### config.mk
export PLATFORM = sky130hd
export DESIGN_NAME = trim_fuse_bank
export DESIGN_NICKNAME = d
export VERILOG_FILES = /design/src/rtl/trim_pkg.sv /design/src/rtl/trim_cmd_decode.sv /design/src/rtl/trim_blow_timer.sv /design/src/rtl/trim_fuse_store.sv /design/src/rtl/trim_fuse_bank.sv
export SDC_FILE = /design/constraint.sdc
export NUM_CORES = 1
export LEC_CHECK = 0
export BUFFER_PORTS_ARGS = -buffer_cell sky130_fd_sc_hd__buf_2
export CORE_ASPECT_RATIO = 0.7
export CORE_MARGIN = 4
export CORE_UTILIZATION = 30
export CTS_CLUSTER_DIAMETER = 60
export DETAILED_ROUTE_END_ITERATION = 8
export GPL_ROUTABILITY_DRIVEN = 1
export GPL_TIMING_DRIVEN = 0
export PLACE_DENSITY = 0.56
export SLEW_MARGIN = 0
export SYNTH_ARGS = -nofsm -noshare
export SYNTH_HDL_FRONTEND = slang
export SYNTH_SLANG_ARGS = --single-unit
export TNS_END_PERCENT = 5
### constraint.sdc
create_clock -name clk_i -period 2.1 [get_ports clk_i]
set_input_delay 0.21 -clock clk_i [delete_from_list [all_inputs] [get_ports clk_i]]
set_output_delay 0.21 -clock clk_i [all_outputs]
set_load 0.05 [all_outputs]
### src/rtl/trim_pkg.sv
package trim_pkg;
  localparam int G2_W   = 3;
  localparam int G1_W   = 7;
  localparam int OF_W   = 8;
  localparam int VAL_W  = 8;
  localparam int CTL_W  = 3;
  localparam int DATA_W = G2_W + G1_W + OF_W;
  localparam int G2_LO  = 0;
  localparam int G1_LO  = G2_W;
  localparam int OF_LO  = G2_W + G1_W;
  localparam int MF_IDX = DATA_W;
  localparam int TF_IDX = DATA_W + 1;
  localparam int PF_IDX = DATA_W + 2;
  localparam int FUSE_W = DATA_W + CTL_W;

  typedef enum logic [1:0] {
    OP_NONE  = 2'b00,
    OP_SIM   = 2'b01,
    OP_PROG  = 2'b10,
    OP_OTHER = 2'b11
  } op_e;

  typedef enum logic [1:0] {
    SEL_G2  = 2'b00,
    SEL_G1  = 2'b01,
    SEL_OF  = 2'b10,
    SEL_CTL = 2'b11
  } sel_e;
endpackage

### src/rtl/trim_cmd_decode.sv
module trim_cmd_decode
  import trim_pkg::*;
(
  input  logic              clk_i,
  input  logic              rst_ni,
  input  logic              cmd_valid_i,
  input  logic [1:0]        cmd_op_i,
  input  logic [1:0]        cmd_sel_i,
  input  logic [VAL_W-1:0]  cmd_val_i,
  input  logic              locked_i,
  input  logic              busy_i,
  output logic [2:0]        sim_we_o,
  output logic              prog_go_o,
  output logic              prog_bad_o,
  output logic [FUSE_W-1:0] blow_mask_o
);
  localparam logic [VAL_W-1:0] RM_G2  = VAL_W'((1 << G2_W) - 1);
  localparam logic [VAL_W-1:0] RM_G1  = VAL_W'((1 << G1_W) - 1);
  localparam logic [VAL_W-1:0] RM_OF  = VAL_W'((1 << OF_W) - 1);
  localparam logic [VAL_W-1:0] RM_CTL = VAL_W'((1 << CTL_W) - 1);

  logic [VAL_W-1:0] range_mask;
  logic             single_bit;
  logic             in_range;
  logic             is_prog;
  logic             is_sim;

  always_comb begin
    range_mask  = RM_CTL;
    blow_mask_o = '0;
    unique case (cmd_sel_i)
      SEL_G2: begin
        range_mask = RM_G2;
        blow_mask_o[G2_LO +: G2_W] = cmd_val_i[G2_W-1:0];
      end
      SEL_G1: begin
        range_mask = RM_G1;
        blow_mask_o[G1_LO +: G1_W] = cmd_val_i[G1_W-1:0];
      end
      SEL_OF: begin
        range_mask = RM_OF;
        blow_mask_o[OF_LO +: OF_W] = cmd_val_i[OF_W-1:0];
      end
      default: begin
        range_mask = RM_CTL;
        blow_mask_o[MF_IDX +: CTL_W] = cmd_val_i[CTL_W-1:0];
      end
    endcase
  end

  always_comb begin
    single_bit  = (cmd_val_i != '0) && ((cmd_val_i & (cmd_val_i - 1'b1)) == '0);
    in_range    = (cmd_val_i & ~range_mask) == '0;
    is_prog     = cmd_valid_i && (cmd_op_i == OP_PROG) && !locked_i;
    is_sim      = cmd_valid_i && (cmd_op_i == OP_SIM) && !locked_i;
    prog_go_o   = is_prog && single_bit && in_range && !busy_i;
    prog_bad_o  = is_prog && !prog_go_o;
    sim_we_o[0] = is_sim && (cmd_sel_i == SEL_G2);
    sim_we_o[1] = is_sim && (cmd_sel_i == SEL_G1);
    sim_we_o[2] = is_sim && (cmd_sel_i == SEL_OF);
  end


  single_mask_chk: assert property (@(posedge clk_i) disable iff (!rst_ni)
    prog_go_o |-> $onehot0(blow_mask_o) && (blow_mask_o != '0));


  no_go_when_busy_chk: assert property (@(posedge clk_i) disable iff (!rst_ni)
    busy_i |-> !prog_go_o);
endmodule

### src/rtl/trim_blow_timer.sv
module trim_blow_timer #(
  parameter int CYC = 16,
  localparam int CW = $clog2(CYC + 1)
) (
  input  logic clk_i,
  input  logic rst_ni,
  input  logic start_i,
  output logic busy_o,
  output logic done_o
);
  logic [CW-1:0] cnt_q, cnt_d;
  logic          cnt_en;

  always_comb begin
    cnt_en = start_i || (cnt_q != '0);
    cnt_d  = start_i ? CW'(CYC) : cnt_q - 1'b1;
  end

  always_ff @(posedge clk_i or negedge rst_ni) begin
    if (!rst_ni)     cnt_q <= '0;
    else if (cnt_en) cnt_q <= cnt_d;
  end

  assign busy_o = cnt_q != '0;
  assign done_o = cnt_q == CW'(1);

  logic [CW:0] run_q;
  always_ff @(posedge clk_i or negedge rst_ni) begin
    if (!rst_ni) run_q <= '0;
    else         run_q <= busy_o ? run_q + 1'b1 : '0;
  end


  blow_len_chk: assert property (@(posedge clk_i) disable iff (!rst_ni)
    $fell(busy_o) |-> run_q == (CW+1)'(CYC));


  no_restart_chk: assert property (@(posedge clk_i) disable iff (!rst_ni)
    start_i |-> !busy_o);
endmodule

### src/rtl/trim_fuse_store.sv
module trim_fuse_store
  import trim_pkg::*;
(
  input  logic              clk_i,
  input  logic              rst_ni,
  input  logic              arm_i,
  input  logic [FUSE_W-1:0] mask_i,
  input  logic              commit_i,
  output logic [FUSE_W-1:0] fuse_o
);
  logic [FUSE_W-1:0] pend_q, fuse_q;

  always_ff @(posedge clk_i or negedge rst_ni) begin
    if (!rst_ni)    pend_q <= '0;
    else if (arm_i) pend_q <= mask_i;
  end

  always_ff @(posedge clk_i or negedge rst_ni) begin
    if (!rst_ni)       fuse_q <= '0;
    else if (commit_i) fuse_q <= fuse_q | pend_q;
  end

  assign fuse_o = fuse_q;


  fuse_sticky_chk: assert property (@(posedge clk_i) disable iff (!rst_ni)
    ($past(fuse_q) & ~fuse_q) == '0);


  one_fuse_chk: assert property (@(posedge clk_i) disable iff (!rst_ni)
    $countones(fuse_q ^ $past(fuse_q)) <= 1);


  commit_only_chk: assert property (@(posedge clk_i) disable iff (!rst_ni)
    (fuse_q != $past(fuse_q)) |-> $past(commit_i));
endmodule

### src/rtl/trim_fuse_bank.sv
module trim_fuse_bank
  import trim_pkg::*;
#(
  parameter int BLOW_CYCLES = 16
) (
  input  logic             clk_i,
  input  logic             rst_ni,
  input  logic             cmd_valid_i,
  input  logic [1:0]       cmd_op_i,
  input  logic [1:0]       cmd_sel_i,
  input  logic [VAL_W-1:0] cmd_val_i,
  output logic [G2_W-1:0]  gain2_o,
  output logic [G1_W-1:0]  gain1_o,
  output logic [OF_W-1:0]  offset_o,
  output logic             safe_o,
  output logic             blow_o,
  output logic             reject_o,
  output logic             locked_o,
  output logic             test_fuse_o
);
  logic [1:0] rsync_q;
  logic       rst_n;

  always_ff @(posedge clk_i or negedge rst_ni) begin
    if (!rst_ni) rsync_q <= '0;
    else         rsync_q <= {rsync_q[0], 1'b1};
  end
  assign rst_n = rsync_q[1];

  logic [2:0]        sim_we;
  logic              prog_go, prog_bad, busy, done;
  logic [FUSE_W-1:0] blow_mask, fuse;

  trim_cmd_decode u_dec (
    .clk_i       (clk_i),
    .rst_ni      (rst_n),
    .cmd_valid_i (cmd_valid_i),
    .cmd_op_i    (cmd_op_i),
    .cmd_sel_i   (cmd_sel_i),
    .cmd_val_i   (cmd_val_i),
    .locked_i    (locked_o),
    .busy_i      (busy),
    .sim_we_o    (sim_we),
    .prog_go_o   (prog_go),
    .prog_bad_o  (prog_bad),
    .blow_mask_o (blow_mask)
  );

  trim_blow_timer #(.CYC(BLOW_CYCLES)) u_tmr (
    .clk_i   (clk_i),
    .rst_ni  (rst_n),
    .start_i (prog_go),
    .busy_o  (busy),
    .done_o  (done)
  );

  trim_fuse_store u_fuse (
    .clk_i    (clk_i),
    .rst_ni   (rst_n),
    .arm_i    (prog_go),
    .mask_i   (blow_mask),
    .commit_i (done),
    .fuse_o   (fuse)
  );

  logic [G2_W-1:0] g2_q;
  logic [G1_W-1:0] g1_q;
  logic [OF_W-1:0] of_q;
  logic            rej_q, rej_d, rej_en;

  always_ff @(posedge clk_i or negedge rst_n) begin
    if (!rst_n)         g2_q <= '0;
    else if (sim_we[0]) g2_q <= cmd_val_i[G2_W-1:0];
  end

  always_ff @(posedge clk_i or negedge rst_n) begin
    if (!rst_n)         g1_q <= '0;
    else if (sim_we[1]) g1_q <= cmd_val_i[G1_W-1:0];
  end

  always_ff @(posedge clk_i or negedge rst_n) begin
    if (!rst_n)         of_q <= '0;
    else if (sim_we[2]) of_q <= cmd_val_i[OF_W-1:0];
  end

  always_comb begin
    rej_en = prog_go || prog_bad;
    rej_d  = prog_bad;
  end

  always_ff @(posedge clk_i or negedge rst_n) begin
    if (!rst_n)      rej_q <= 1'b0;
    else if (rej_en) rej_q <= rej_d;
  end

  logic data_par;

  always_comb begin
    locked_o    = fuse[MF_IDX];
    test_fuse_o = fuse[TF_IDX];
    data_par    = ^fuse[DATA_W-1:0];
    safe_o      = locked_o & (data_par ^ fuse[PF_IDX]);
    blow_o      = busy;
    reject_o    = rej_q;
    if (locked_o) begin
      gain2_o  = fuse[G2_LO +: G2_W];
      gain1_o  = fuse[G1_LO +: G1_W];
      offset_o = fuse[OF_LO +: OF_W];
    end else begin
      gain2_o  = g2_q;
      gain1_o  = g1_q;
      offset_o = of_q;
    end
  end


  no_perr_unlocked_chk: assert property (@(posedge clk_i) disable iff (!rst_n)
    !locked_o |-> !safe_o);


  sim_frozen_chk: assert property (@(posedge clk_i) disable iff (!rst_n)
    $past(locked_o) |-> $stable(g2_q) && $stable(g1_q) && $stable(of_q));


  prog_ignored_chk: assert property (@(posedge clk_i) disable iff (!rst_n)
    locked_o |-> !prog_go && !prog_bad);


  reject_flag_chk: assert property (@(posedge clk_i) disable iff (!rst_n)
    prog_bad |=> reject_o && !$rose(blow_o));
endmodule

==> results by group <==
Synth
  • Synthesis Warnings: 0
  • Post-synthesis adder-cell area fraction: 2.323%
  • Ranking of synthesized cells by area: dfrtp_1 (53%), mux2_2 (13%), mux2i_1 (6.5%)
  • Largest family of logic cells by synthesized area: multiplexers
  • Flops & latches, synth: 68
  • Post-synth EDFFs: 0
  • Area leader, netlist: dfrtp_1
  • Unique cell type count in the Yosys netlist: 34
  • Ys flop type: dfrtp_1
  • Most common cell in the netlist: dfrtp_1
  • Synth top cells by count: dfrtp_1 (68), mux2_2 (36), inv_1 (28), nand2_1 (28), a21o_1 (22)
  • Synth Area in Simple Gates: 6.891%
  • XOR/XNOR share of the synthesized area: 5.304%
  • Share of the synthesized area in the top cell type: 52.65%
  • Sequential cell area fraction in the yosys report: 52.65%
  • Synth Cell Area: 3232 um^2
  • Post-synth ARST share: 100.0%
  • Syn Inst Count: 270
  • Compound-Gate Fraction of Synth Area: 8.053%
  • Post-Synthesis Net Count: 291
  • Mean post-synth cell area: 11.97 um^2
  • Mux contribution to synthesized area: 19.05%

Clocking
  • Clock-pin slew on the worst setup and hold paths: 60 ps
  • CTS max path bufs: 2
  • Clk sink count: 68
  • Clock Latency Late Sink: 330 ps
  • Root Driver: clkbuf_16
  • TritonCTS buffer count: 9
  • CTS tree: done
  • CTS H-tree lvls: 3

Routing
  • Final ANT Viol Nets: 0
  • WL final: 7323 um
  • TritonRoute pass-1 iters: 4
  • Via count: 2095
  • Via density: 4.615
  • DRC: 0
  • Highest routed metal layer: met4
  • Routed length per placed instance: 16.13 um
  • M1 wire length: 3733 um
  • WL met3: 242 um
  • Drt initial violations: 97
  • Met2 WL post-DR: 3246 um

Timing
  • Worst-Margin Slew: 882.5 ps
  • Tcrit/Tclk final: 103.9%
  • Relative slew slack: 41.16%
  • Highest Clock Rate: 0.4582 GHz
  • Final setup viols: 1
  • Final hold vios: 0
  • Minimum clock period: 2182 ps
  • RSZ-0062 raised after global routing: yes
  • PnR worst setup slack: -82.48 ps
  • Layout Skew: 5.035 ps
  • Pins Over Slew Limit: 0

Cells and area
  • Fill cells: 1039
  • Area growth, synth to finish: 24.35%
  • Number of nets in the layout: 338
  • Finished Layout Cells: 454
  • Antenna fix cells: 0
  • Share of post-route cells with drive strength above 1: 34.16%
  • Util after Layout: 38.52%
  • Final instance area: 4019 um^2

Placed design
  • Post-Place Cell Area: 3566 um^2
  • Inst Count DP: 435
  • Detailed placement HPWL: 5055 um
  • Dpl ws: -700.4 ps
  • IO buf count: 33
  • Gpl congestion: 0.7316

Global routing
  • Initial antenna violation count: 0
  • Grt ovf: 0
  • Number of global-route vias before repair: 2247
  • Tot GR Track Use: 12.88%
  • First-pass GRT wire length: 12100 um
  • Largest net degree at the start of global routing: 67

Pwr
  • Leak: 1.740 nW
  • Pwr per Cell Area: 891.8 nW/um^2
  • Maximum vdd drop: 0.0005426 V

Critical path
  • Crit start category: flip-flop
  • Worst r2r src: u_fuse.fuse_o[18]
  • Setup CP Type: flip-flop to primary output
  • Arrival time at the worst endpoint: 1970 ps
  • FF-to-FF path depth: 3
  • R2R setup slack: 40 ps
  • Capturing element type of the critical path: primary output
  • Worst setup startpoint: u_fuse.fuse_o[16]
  • Worst Setup EP: safe_o
  • WP data required: 1890 ps
  • Reg2reg end: of_q[5]
  • Worst-path maximum fanout: 3

Die
  • Ports: 38
  • Initial Utilization: 30.97%
  • Die W: 132.1 um
  • Cell Rows: 31
  • Die height: 94.84 um
  • Core Area: 10430 um^2
  • Die Area: 12520 um^2

Run status
  • Status: finished, violations left
  • Violated checks: negative setup slack

Worst hold path
  • Min-delay worst type: input port to flip-flop

Flow run
  • Max-cap violations: 0
[cell families after synthesis]
family	Yosys count
XOR/XNOR	18
buffers and inverters	40
other	1
adder cells (fa/ha/maj)	6
flip-flops	68
AO/OA/AOI/OAI	33
multiplexers	57
AND/OR/NAND/NOR	47
[report_power, final]
| group | internal [mW] | switching (mW) |
|---|---|---|
| clock network | 1.15 | 0.565 |
| registers | 1.38 | 0.0740 |
| logic | 0.149 | 0.260 |
[state kept, by name, indices dropped and copies added (netlist names)]
signal         flops
rsync_q            2
u_fuse.fuse_o     21
g2_q               3
g1_q               7
u_fuse.pend_q     21
of_q               8
reject_o           1
u_tmr.cnt_q        5
[worst min-delay path by stage]
stage                            start               end  slack, ps  cells past startpoint
after floorplan                 rst_ni        rsync_q[0]        -90                      0
after global placement          rst_ni        rsync_q[0]         -5                      1
after detailed placement        rst_ni        rsync_q[0]         -4                      1
after CTS                 cmd_val_i[0]  u_fuse.pend_q[0]        130                      3
after global routing      cmd_val_i[0]  u_fuse.pend_q[3]        160                      3
final                     cmd_val_i[0]  u_fuse.pend_q[0]        140                      3
[stage by stage]
stage	hold slack (ps)	total power [mW]	TNS (ps)
6_report	144.1	3.584	-82.48
5_1_grt	162.1	3.762	-2370
4_1_cts	133.8	3.600	-117.0
3_5_place_dp	-3.722	1.857	-14630
3_3_place_gp	-4.817	1.839	-61930
2_1_floorplan	-85.59	1.729	-4175
[worst max-delay path, cell delays in order (launching register included)]
cell and delay [ps]:
dfrtp_1 420, xnor2_2 170, xnor2_2 210, xnor3_1 360, xnor2_1 170, and2_1 160
buf_6 160
[per-layer routing]
layer  vias to the layer above  GRT usage (%)
met1                      1054          17.84
met3                        11          4.153
met5                         -              0
met4                         0          4.196
li1                        998              -
met2                        32          19.16
[final cells by class]
class	instances	area (um^2)	share of cell area (%)
clock inverters	7	115.1	2.864
well taps	132	165.2	4.110
repair buffers	37	203.9	5.075
plain buffers	11	78.83	1.961
flip-flops and latches	68	1705	42.43
multi-input cells	162	1420	35.34
clock buffers	9	225.2	5.604
inverters	28	105.1	2.615
[timing repair]
item | CTS | global route
endpoints found under the setup margin | 43 | 39
cloned | 1 | 0
setup buffers | 2 | 0
hold endpoints to repair | 2 | 0
hold buffers | 1 | 0
pin swaps | 2 | 6
gates resized for setup | 8 | 11
[cell usage in the layout (no fill, tap or decap), types with 2 or more instances in the layout]
master      Yosys  routed
a21o_1         22      22
and2_1          2       2
buf_2           1      35
buf_4           0       3
buf_6           4       4
bufinv_16       0       3
clkbuf_1        5       4
clkbuf_16       0       9
clkinv_2        0       2
clkinvlp_4      0       2
dfrtp_1        68      67
ha_1            6       5
inv_1          28      27
mux2_2         36      36
mux2i_1        21      21
nand2_1        28      28
nor2_1          7       6
nor3_1          2       2
o21ai_0         3       3
xnor2_1        15       9
xnor2_2         0       6
xor2_1          2       2
Note: power is estimated with default switching activity, not from simulation.
